## src/rtl/adcslv_pkg.sv

```systemverilog
package adcslv_pkg;
  localparam int CTRL_W    = 8;
  localparam int DATA_W    = 12;
  localparam int LEAD_W    = 4;
  localparam int FRAME_LEN = LEAD_W + DATA_W;
  localparam int CNT_W     = $clog2(FRAME_LEN + 1);

  typedef enum logic [1:0] {
    PM_NORMAL   = 2'b00,
    PM_FULLDOWN = 2'b01,
    PM_AUTODOWN = 2'b10,
    PM_SPARE    = 2'b11
  } pwrMode_e;

  typedef struct packed {
    logic             frameStart;
    logic             shiftEn;
    logic             capture;
    logic             commit;
    logic             outStep;
    logic [CNT_W-1:0] outIdx;
    logic             idle;
  } strobe_t;
endpackage

```

## src/rtl/adcslv_ctrl.sv

```systemverilog
module adcslv_ctrl
  import adcslv_pkg::*;
#(
  parameter int WAKE_CLKS = 20
) (
  input  logic       clk,
  input  logic       rstN,
  input  logic       csN,
  input  logic       sclk,
  input  logic [1:0] pendingPm,
  input  logic [1:0] curPm,
  output strobe_t    strb,
  output logic       powered,
  output logic       wakeViol
);
  localparam int WC_W = $clog2(WAKE_CLKS + 1);

  logic             csQ, sclkQ;
  logic [CNT_W-1:0] riseCnt, fallCnt;
  logic             waking;
  logic [WC_W-1:0]  wakeCnt;
  logic             csFall, csRise, sclkRise, sclkFall, riseOk, wakeStart;
  logic             newUp;

  assign csFall   = csQ & ~csN;
  assign csRise   = ~csQ & csN;
  assign sclkRise = ~sclkQ & sclk & ~csN;
  assign sclkFall = sclkQ & ~sclk & ~csN;
  assign riseOk   = sclkRise && (riseCnt < CNT_W'(FRAME_LEN));

  // new mode decides the power flag at the last rising edge
  assign newUp = !((pendingPm == PM_FULLDOWN) || (pendingPm == PM_AUTODOWN));

  always_comb begin
    strb.frameStart = csFall;
    strb.shiftEn    = riseOk && (riseCnt < CNT_W'(CTRL_W));
    strb.capture    = riseOk && (riseCnt == CNT_W'(1));
    strb.commit     = riseOk && (riseCnt == CNT_W'(FRAME_LEN - 1));
    strb.outStep    = sclkFall && (fallCnt < CNT_W'(FRAME_LEN));
    strb.outIdx     = fallCnt;
    strb.idle       = csN;
  end

  assign wakeStart = sclkFall && (fallCnt == '0) && (curPm == PM_AUTODOWN) && !powered;

  always_ff @(posedge clk) begin
    if (!rstN) begin
      csQ     <= 1'b1;
      sclkQ   <= 1'b1;
      riseCnt <= '0;
      fallCnt <= '0;
    end else begin
      csQ   <= csN;
      sclkQ <= sclk;
      if (csFall) begin
        riseCnt <= '0;
        fallCnt <= '0;
      end else begin
        if (riseOk)       riseCnt <= riseCnt + 1'b1;
        if (strb.outStep) fallCnt <= fallCnt + 1'b1;
      end
    end
  end

  always_ff @(posedge clk) begin
    if (!rstN) begin
      powered <= 1'b1;
    end else if (strb.commit) begin
      powered <= newUp;
    end else if (wakeStart) begin
      powered <= 1'b1;
    end else if (csRise && (riseCnt < CNT_W'(FRAME_LEN)) && (curPm == PM_AUTODOWN)) begin
      powered <= 1'b0;
    end
  end

  always_ff @(posedge clk) begin
    if (!rstN) begin
      waking  <= 1'b0;
      wakeCnt <= '0;
    end else if (wakeStart) begin
      waking  <= 1'b1;
      wakeCnt <= '0;
    end else if (strb.commit) begin
      waking  <= 1'b0;
    end else if (waking) begin
      if (wakeCnt == WC_W'(WAKE_CLKS - 1)) waking <= 1'b0;
      else                                 wakeCnt <= wakeCnt + 1'b1;
    end
  end

  always_ff @(posedge clk) begin
    if (!rstN)                     wakeViol <= 1'b0;
    else if (csFall)               wakeViol <= 1'b0;
    else if (strb.capture && waking) wakeViol <= 1'b1;
  end
endmodule

```

## src/rtl/adcslv_dp.sv

```systemverilog
module adcslv_dp
  import adcslv_pkg::*;
#(
  parameter logic DOUT_IDLE = 1'b1
) (
  input  logic              clk,
  input  logic              rstN,
  input  logic              din,
  input  logic [DATA_W-1:0] sampleIn,
  input  strobe_t           strb,
  output logic              dout,
  output logic [CTRL_W-1:0] ctrlWord,
  output logic [1:0]        pendingPm
);
  logic [CTRL_W-1:0] shiftReg;
  logic [DATA_W-1:0] sampleReg;
  logic              nextBit;

  assign pendingPm = shiftReg[1:0];

  // leading positions select nothing and stay zero
  always_comb begin
    nextBit = 1'b0;
    for (int i = 0; i < DATA_W; i++)
      if (strb.outIdx == CNT_W'(FRAME_LEN - 1 - i)) nextBit = sampleReg[i];
  end

  always_ff @(posedge clk) begin
    if (!rstN) begin
      shiftReg  <= '0;
      ctrlWord  <= '0;
      sampleReg <= '0;
      dout      <= DOUT_IDLE;
    end else begin
      if (strb.shiftEn) shiftReg  <= {shiftReg[CTRL_W-2:0], din};
      if (strb.commit)  ctrlWord  <= shiftReg;
      if (strb.capture) sampleReg <= sampleIn;
      if (strb.idle)            dout <= DOUT_IDLE;
      else if (strb.frameStart) dout <= 1'b0;
      else if (strb.outStep)    dout <= nextBit;
    end
  end
endmodule

```

## src/rtl/adc_serial_emu.sv

```systemverilog
module adc_serial_emu
  import adcslv_pkg::*;
#(
  parameter int   WAKE_CLKS = 20,
  parameter logic DOUT_IDLE = 1'b1
) (
  input  logic              clk,
  input  logic              rstN,
  input  logic              csN,
  input  logic              sclk,
  input  logic              din,
  input  logic [DATA_W-1:0] sampleIn,
  output logic              dout,
  output logic [CTRL_W-1:0] ctrlWord,
  output logic              powered,
  output logic              wakeViol
);
  strobe_t    strb;
  logic [1:0] pendingPm;

  adcslv_ctrl #(.WAKE_CLKS(WAKE_CLKS)) ctrlU (
    .clk(clk), .rstN(rstN), .csN(csN), .sclk(sclk),
    .pendingPm(pendingPm), .curPm(ctrlWord[1:0]),
    .strb(strb), .powered(powered), .wakeViol(wakeViol)
  );

  adcslv_dp #(.DOUT_IDLE(DOUT_IDLE)) dpU (
    .clk(clk), .rstN(rstN), .din(din), .sampleIn(sampleIn),
    .strb(strb), .dout(dout), .ctrlWord(ctrlWord), .pendingPm(pendingPm)
  );
endmodule

```

## config.mk

```make
export PLATFORM = sky130hd
export DESIGN_NAME = adc_serial_emu
export DESIGN_NICKNAME = d
export VERILOG_FILES = /design/src/rtl/adcslv_pkg.sv /design/src/rtl/adcslv_ctrl.sv /design/src/rtl/adcslv_dp.sv /design/src/rtl/adc_serial_emu.sv
export SDC_FILE = /design/constraint.sdc
export NUM_CORES = 1
export LEC_CHECK = 0
export BUFFER_PORTS_ARGS = -buffer_cell sky130_fd_sc_hd__clkbuf_2
export CAP_MARGIN = 20
export CORE_AREA = 5 5 72 74
export DETAILED_ROUTE_END_ITERATION = 7
export DIE_AREA = 0 0 77 79
export GPL_ROUTABILITY_DRIVEN = 0
export PLACE_DENSITY = 0.71
export SLEW_MARGIN = 20
export SYNTH_ARGS = -nofsm -noshare
export SYNTH_HDL_FRONTEND = slang
export SYNTH_SLANG_ARGS = --single-unit
```

## constraint.sdc

```tcl
create_clock -name clk -period 4.45 [get_ports clk]
set_input_delay 0.445 -clock clk [delete_from_list [all_inputs] [get_ports clk]]
set_output_delay 0.445 -clock clk [all_outputs]
set_load 0.03 [all_outputs]
```

==> results.md, run 1 <==
- Fin nets: between 300 and 400
- Die ar.: roughly 6100 µm²
- Status: finished, final reports clean
- Vert. Die Dim: 79 µm
- Worst setup SP type: flop
- PortBufs: 27
- Slew HR: 47.0%
- Largest net degree at the start of global routing: 35
- Setup ws final: 2140 ps
- CTS tree: yes
- Critical path cell sequence: ha_1, and3_1, ha_1, a211oi_1, nand4_1, xor2_1, nor2_1
- Initial drt markers: around 110
- Commonest non-fill, non-tap cell in the layout: dfxtp_1
- Synth Area in Adders: 5.02%
- Max frequency: 433 MHz
- Post-Synth XOR/XNOR Area: about 4.3%
- Finished Cell Area: about 2500 µm²
- Clk slew on worst S/H paths: 90 ps
- Mapped Cells: between 200 and 300
- Unique masters post-synth: 39
- Grt ovf: 0
- CP peak stage delay: between 600 and 700 ps
- CTS max path bufs: 2
- Combinational family with the most area after synthesis: simple AND/OR/NAND/NOR gates
- Routed Antenna Nets: 0
- Mapped cell area: ~2200 µm²
- Total GRT Usage: about 15%
- Core area: around 4500 µm²
- Pins Over Slew Limit: 0
- Clock latency on the worst-skew pair: ~290 ps
- DR vias/cell: roughly 5.2
- Reg-to-reg critical path startpoint: ctrlU.riseCnt[0]
- Dpl ws: 2110 ps
- MaxCap Viol Count: 0
- Number of diodes: 0
- Cts bufs inserted: 5
- CTS root buf: clkbuf_8
- Most frequent cells in the layout: 49 x dfxtp_1, 44 x nand2_1, 27 x clkbuf_2
- Setup crit end: ctrlU.wakeCnt[4]
- Setup TNS Final: 0 ps
- Setup-failing EPs final: 0
- Complex-gate fraction of the synthesized area: around an eighth
- Mean routed wirelength per cell: ~13 µm
- Multiplexer area fraction after synthesis: ~4%
- Post-synthesis sequential area ratio: between 40% and 50%
- Max FO, Critical Path: 10
- Crit path from: ctrlU.riseCnt[0]
- Initial antenna violation count: 0
- YS warnings: 0
- # Post-CTS Setup Buffers: 0
- GRT busiest layer: met2
- Commonest register cell after synthesis: dfxtp_1
- Setup crit end kind: flop
- Area Overhead vs Synth: 12.0%
- Fin Clk Skew: 9.50 ps
- Power Total: between 700 and 800 µW
- Dpl cell area: 2410 µm²
- # fillers: approximately 410
- Clk sink count: 49
- Critical Path RT: 4630 ps
- Final Cycle Share: 51.8%
- Synth Area per Inst: a little under 9 µm²
- Rows: 25
- Hold-fix buffers at CTS: 0
- Initial core utilization: between 40% and 50%
- Peak VDD IR: roughly 0.00021 V
- Drt first pass iters: 4
- Async SR Flop Fraction: 0%
- # IOs: 28
- Hpwl dp: ~3200 µm
- Type of the worst setup path: flop to flop
- Slew @ Worst Pin: roughly 790 ps
- First-pass GRT wire length: roughly 7600 µm
- Gates resized, CTS repair: 0
- Grt met2 use: between 20% and 30%
- Chip Width: approximately 77 µm
- Post-route DRC: 0
- Pwr Density: 312 nW/µm²
- Util after Layout: between 50% and 60%
- EDFF count, synth: 0
- CP dominant cell by count: ha_1
- Final hold viol count: 0
- Flop-to-flop setup slack: about 2100 ps
- Grt met3 use: 3.85%
- Synth Area in Simple Gates: 26.0%
- FF-to-FF path depth: 7
- Pleak: 0.000938 µW
- HP Class: primary input to flop
- DRT Wirelength: 4290 µm
- H-tree depth: 2
- CP arrival: about 2500 ps
- RSZ-0062 raised after global routing: false
- Crit-path slowest cell: a211oi_1
- Vias: ~1,700
- FF-to-FF End: ctrlU.wakeCnt[4]
- Layout cells sized above 1: between 10% and 20%
- Grt met1 use: 18.5%
- Synth Register Bits: 49
- Post-synthesis net count: 280
- Vias in the first global route: between 1,500 and 2,000
- Min Tclk post-route: around 2300 ps
## how the worst min path moves through the flow
stage,from,to,cells past startpoint
floorplan,dpU.sampleReg[3],dpU.sampleReg[3],2
global placement,dpU.sampleReg[4],dpU.sampleReg[4],2
detailed placement,dpU.sampleReg[3],dpU.sampleReg[3],2
CTS,sampleIn[9],dpU.sampleReg[9],3
global route,sampleIn[9],dpU.sampleReg[9],3
finish,sampleIn[9],dpU.sampleReg[9],3
## report_power, final
| group | internal, µW | switching (µW) | total (µW) |
|---|---|---|---|
| clock | 163 | 139 | 302 |
| sequential | 441 | 2.53 | 443 |
| combinational | 17.9 | 21.2 | 39.1 |
## synthesized netlist by cell type, drive strengths merged, types with 2 or more instances
master	n	area (µm²)
o21ai	7	35.0
nand4	5	31.3
nor4b	3	47.5
xnor2	4	35.0
and3	4	25.0
xor2	7	61.3
a21boi	20	150
dfxtp	49	981
nor2	17	63.8
mux2i	9	90.1
buf	2	18.8
ha	9	113
clkbuf	9	33.8
nor2b	11	68.8
nand2	44	165
a211oi	2	15.0
a21oi	8	40.0
nor4	3	18.8
nand2b	7	43.8
nand3	10	50.1
inv	10	37.5
## logic make-up after synthesis
| group | Yosys count |
|---|---|
| AOI/OAI and AO/OA | 43 |
| xor gates and xnor gates | 11 |
| adders and majority gates | 9 |
| buffers and inverters | 21 |
| DFF | 49 |
| muxes | 9 |
| and+or+nand+nor | 112 |
## through the flow
stage / std cells / hold WS, ps
after CTS: 333 / 355
after detailed placement: 326 / 452
after floorplan: 254 / 430
after global routing: 333 / 365
final: 333 / 359
after global placement: 326 / 447
## cell type report
| cell class | count | area, µm² | area share (%) |
|---|---|---|---|
| clock buffers | 5 | 68.8 | 2.74 |
| inverters | 10 | 37.5 | 1.49 |
| repair buffers | 29 | 150 | 5.97 |
| well taps | 54 | 67.6 | 2.69 |
| clock inverters | 2 | 35.0 | 1.39 |
| multi-input cells | 184 | 1170 | 46.7 |
| flip-flops and latches | 49 | 981 | 39.0 |
## worst max-delay path, delay by kind of cell, from the launching register on
kind,cells,cell delay (ps)
and+or+nand+nor,3,450
adders and majority gates,2,540
DFF,1,360
xor gates and xnor gates,1,180
AOI/OAI and AO/OA,1,680
## per-layer routing
| metal | up-vias | wire length, µm | part of all wire [%] |
|---|---|---|---|
| met3 | 2 | 133 | 3.1 |
| li1 | 908 | - | - |
| met4 | 0 | 27 | 0.63 |
| met1 | 804 | 2090 | 49 |
| met5 | - | 0 | 0 |
| met2 | 18 | 2030 | 47 |
## state kept, by name, summed over array words and instances, names as in the netlist
signal	count
dpU.sampleReg	12
dpU.ctrlWord	8
dpU.shiftReg	8
ctrlU.fallCnt	5
ctrlU.riseCnt	5
ctrlU.wakeCnt	5
ctrlU.csQ	1
ctrlU.powered	1
ctrlU.sclkQ	1
ctrlU.wakeViol	1
ctrlU.waking	1
dpU.dout	1
Note: power is estimated with default switching activity, not from simulation.
==> run 2, diff against run 1 <==
- clock period: 4.45 -> 2.18 ns (I/O delays scaled with it)
==> run 2 against run 1 <==
Compared with the run above:
- fmax rose by 19%
- hold slack got worse by 230 ps
- combinational power up 120%
- die area unchanged
- sequential cell count unchanged
- utilization rose by 1.2 points
- routed wire length is 1.4% higher
- largest cell class unchanged
- highest routed layer unchanged
==> results.md, run 2 (synthesis results as in run 1) <==
- Routed Antenna Nets: 0 (unchanged)
- Pleak: 0.000973 µW (was 0.000938 µW)
- Status: finished, final reports clean (unchanged)
- Slew @ Worst Pin: 469 ps (was 792 ps)
- Fin Clk Skew: 6.67 ps (was 9.50 ps)
- First-pass GRT wire length: 7320 µm (was 7630 µm)
- Clock latency on the worst-skew pair: 300 ps (was 290 ps)
- Grt ovf: 0 (unchanged)
- Max reg flops: 12 (unchanged)
- Commonest non-fill, non-tap cell in the layout: dfxtp_1 (unchanged)
- Hold-fix buffers at CTS: 0 (unchanged)
- Switching Power: 336 µW (was 163 µW)
- Slew HR: 68.7% (was 47.0%)
- Critical path cell sequence: ha_1, and3_1, ha_1, or4b_2, a21oi_1 (was ha_1, and3_1, ha_1, a211oi_1, nand4_1, xor2_1, nor2_1)
- Mean routed wirelength per cell: 12.8 µm (was 12.9 µm)
- Cell Int Power: 1270 µW (was 622 µW)
- Final hold viol count: 0 (unchanged)
- Die ar.: 6080 µm² (unchanged)
- Clock power share: 38.5% (about the same)
- Top Registers: dpU.sampleReg: 12 flops, dpU.ctrlWord: 8 flops, dpU.shiftReg: 8 flops (unchanged)
- CTS tree: yes (unchanged)
- Layout cells sized above 1: 16.4% (was 14.3%)
- Area Overhead vs Synth: 14.3% (was 12.0%)
- Hpwl dp: 3200 µm (was 3160 µm)
- Initial core utilization: 49.5% (unchanged)
- Switching Fraction: 20.9% (was 20.7%)
- Initial drt markers: 66 (was 108)
- Total GRT Usage: 14.9% (was 15.1%)
- RSZ-0062 raised after global routing: false (unchanged)
- Type of the worst setup path: flop to flop (unchanged)
- Critical Path RT: 2410 ps (was 4630 ps)
- Chip Width: 77 µm (unchanged)
- PortBufs: 27 (unchanged)
- Max frequency: 517 MHz (was 433 MHz)
- Drt first pass iters: 4 (unchanged)
- DR vias/cell: 5.19 (was 5.20)
- Largest net degree at the start of global routing: 22 (was 35)
- Clk slew on worst S/H paths: 90 ps (about the same)
- CP dominant cell by count: ha_1 (unchanged)
- Post-route DRC: 0 (unchanged)
- CTS max path bufs: 2 (unchanged)
- Core area: 4540 µm² (unchanged)
- Setup TNS Final: 0 ps (unchanged)
- Worst setup SP type: flop (unchanged)
- Vert. Die Dim: 79 µm (unchanged)
- Gates resized, CTS repair: 0 (unchanged)
- H-tree depth: 2 (unchanged)
- Min Tclk post-route: 1930 ps (was 2310 ps)
- Peak VDD IR: 0.000422 V (was 0.000213 V)
- Vias in the first global route: 1,642 (was 1,740)
- Setup crit end kind: flop (unchanged)
- Dpl ws: 271 ps (was 2110 ps)
- # IOs: 28 (unchanged)
- Pwr Density: 628 nW/µm² (was 312 nW/µm²)
- Crit-path slowest cell: or4b_2 (was a211oi_1)
- Setup ws final: 247 ps (was 2140 ps)
- Reg with most FFs: dpU.sampleReg (unchanged)
- Pins Over Slew Limit: 0 (unchanged)
- # Post-CTS Setup Buffers: 0 (unchanged)
- Initial antenna violation count: 0 (unchanged)
- CTS root buf: clkbuf_8 (unchanged)
- Power Total: 1610 µW (was 785 µW)
- Vias: 1,765 (was 1,732)
- CP peak stage delay: 600 ps (was 680 ps)
- DRT Wirelength: 4350 µm (was 4290 µm)
- Util after Layout: 56.6% (was 55.4%)
- Rows: 25 (unchanged)
- Clk sink count: 49 (unchanged)
- Setup-failing EPs final: 0 (unchanged)
- Final Cycle Share: 88.7% (was 51.8%)
- Most frequent cells in the layout: 49 x dfxtp_1, 44 x nand2_1, 27 x clkbuf_2 (unchanged)
- Number of diodes: 0 (unchanged)
- Max FO, Critical Path: 6 (was 10)
- Cts bufs inserted: 5 (unchanged)
- HP Class: primary input to flop (unchanged)
- CP arrival: 2170 ps (was 2490 ps)
- Fin nets: 312 (was 305)
- Comb pwr share: 5.4% (was 5.0%)
- # fillers: 426 (was 407)
- MaxCap Viol Count: 0 (unchanged)
- Seq pwr share: 56.2% (was 56.5%)
run 2: cell count changes in the layout (fill, tap and decap cells not counted), sizes merged:
cell,change
buf,+7
run 2: layout make-up:
type | instances | area, µm² | share of cell area [%]
clock inverters | 2 | 35.0 | 1.37
inverters | 10 | 37.5 | 1.46
well taps | 54 | 67.6 | 2.63
multi-input cells | 184 | 1170 | 45.7
clock buffers | 5 | 68.8 | 2.68
repair buffers | 36 | 203 | 7.90
flip-flops and latches | 49 | 981 | 38.2
run 2: final timing paths:
path,startpoint,endpoint,slack [ps],cells past startpoint
max,ctrlU.fallCnt[0],ctrlU.fallCnt[4],250,5
min,sampleIn[6],dpU.sampleReg[6],130,3
max reg2reg,ctrlU.fallCnt[0],ctrlU.fallCnt[4],250,5
min reg2reg,dpU.ctrlWord[6],dpU.ctrlWord[6],470,2
run 2: metrics by stage:
step | cell area, µm² | cells | hold slack (ps)
final | 2570 | 340 | 129
after global routing | 2570 | 340 | 117
after CTS | 2570 | 340 | 117
after detailed placement | 2460 | 333 | 448
after global placement | 2460 | 333 | 441
after floorplan | 2240 | 254 | 291
run 2: power by group through the flow:
stage / combinational (µW) / clock, µW / sequential (µW)
2_1_floorplan: 47.8 / 0 / 928
3_3_place_gp: 86.3 / 0 / 926
3_5_place_dp: 86.8 / 0 / 926
4_1_cts: 87.5 / 641 / 905
5_1_grt: 96.0 / 693 / 906
6_report: 86.5 / 619 / 905
run 2: layer usage:
metal  routed length, µm  GRT usage [%]  vias to the layer above
met3                 157           3.85                        8
li1                    -              -                      926
met2                2150           25.0                       29
met4                 100           7.22                        0
met1                1940           17.8                      802
met5                   0              0                        -
run 2: critical path, delay by kind of cell, from the launching register on:
family,cells,cell delay (ps)
simple gates,2,800
fa+ha+maj,2,550
flops,1,370
compound gates,1,150
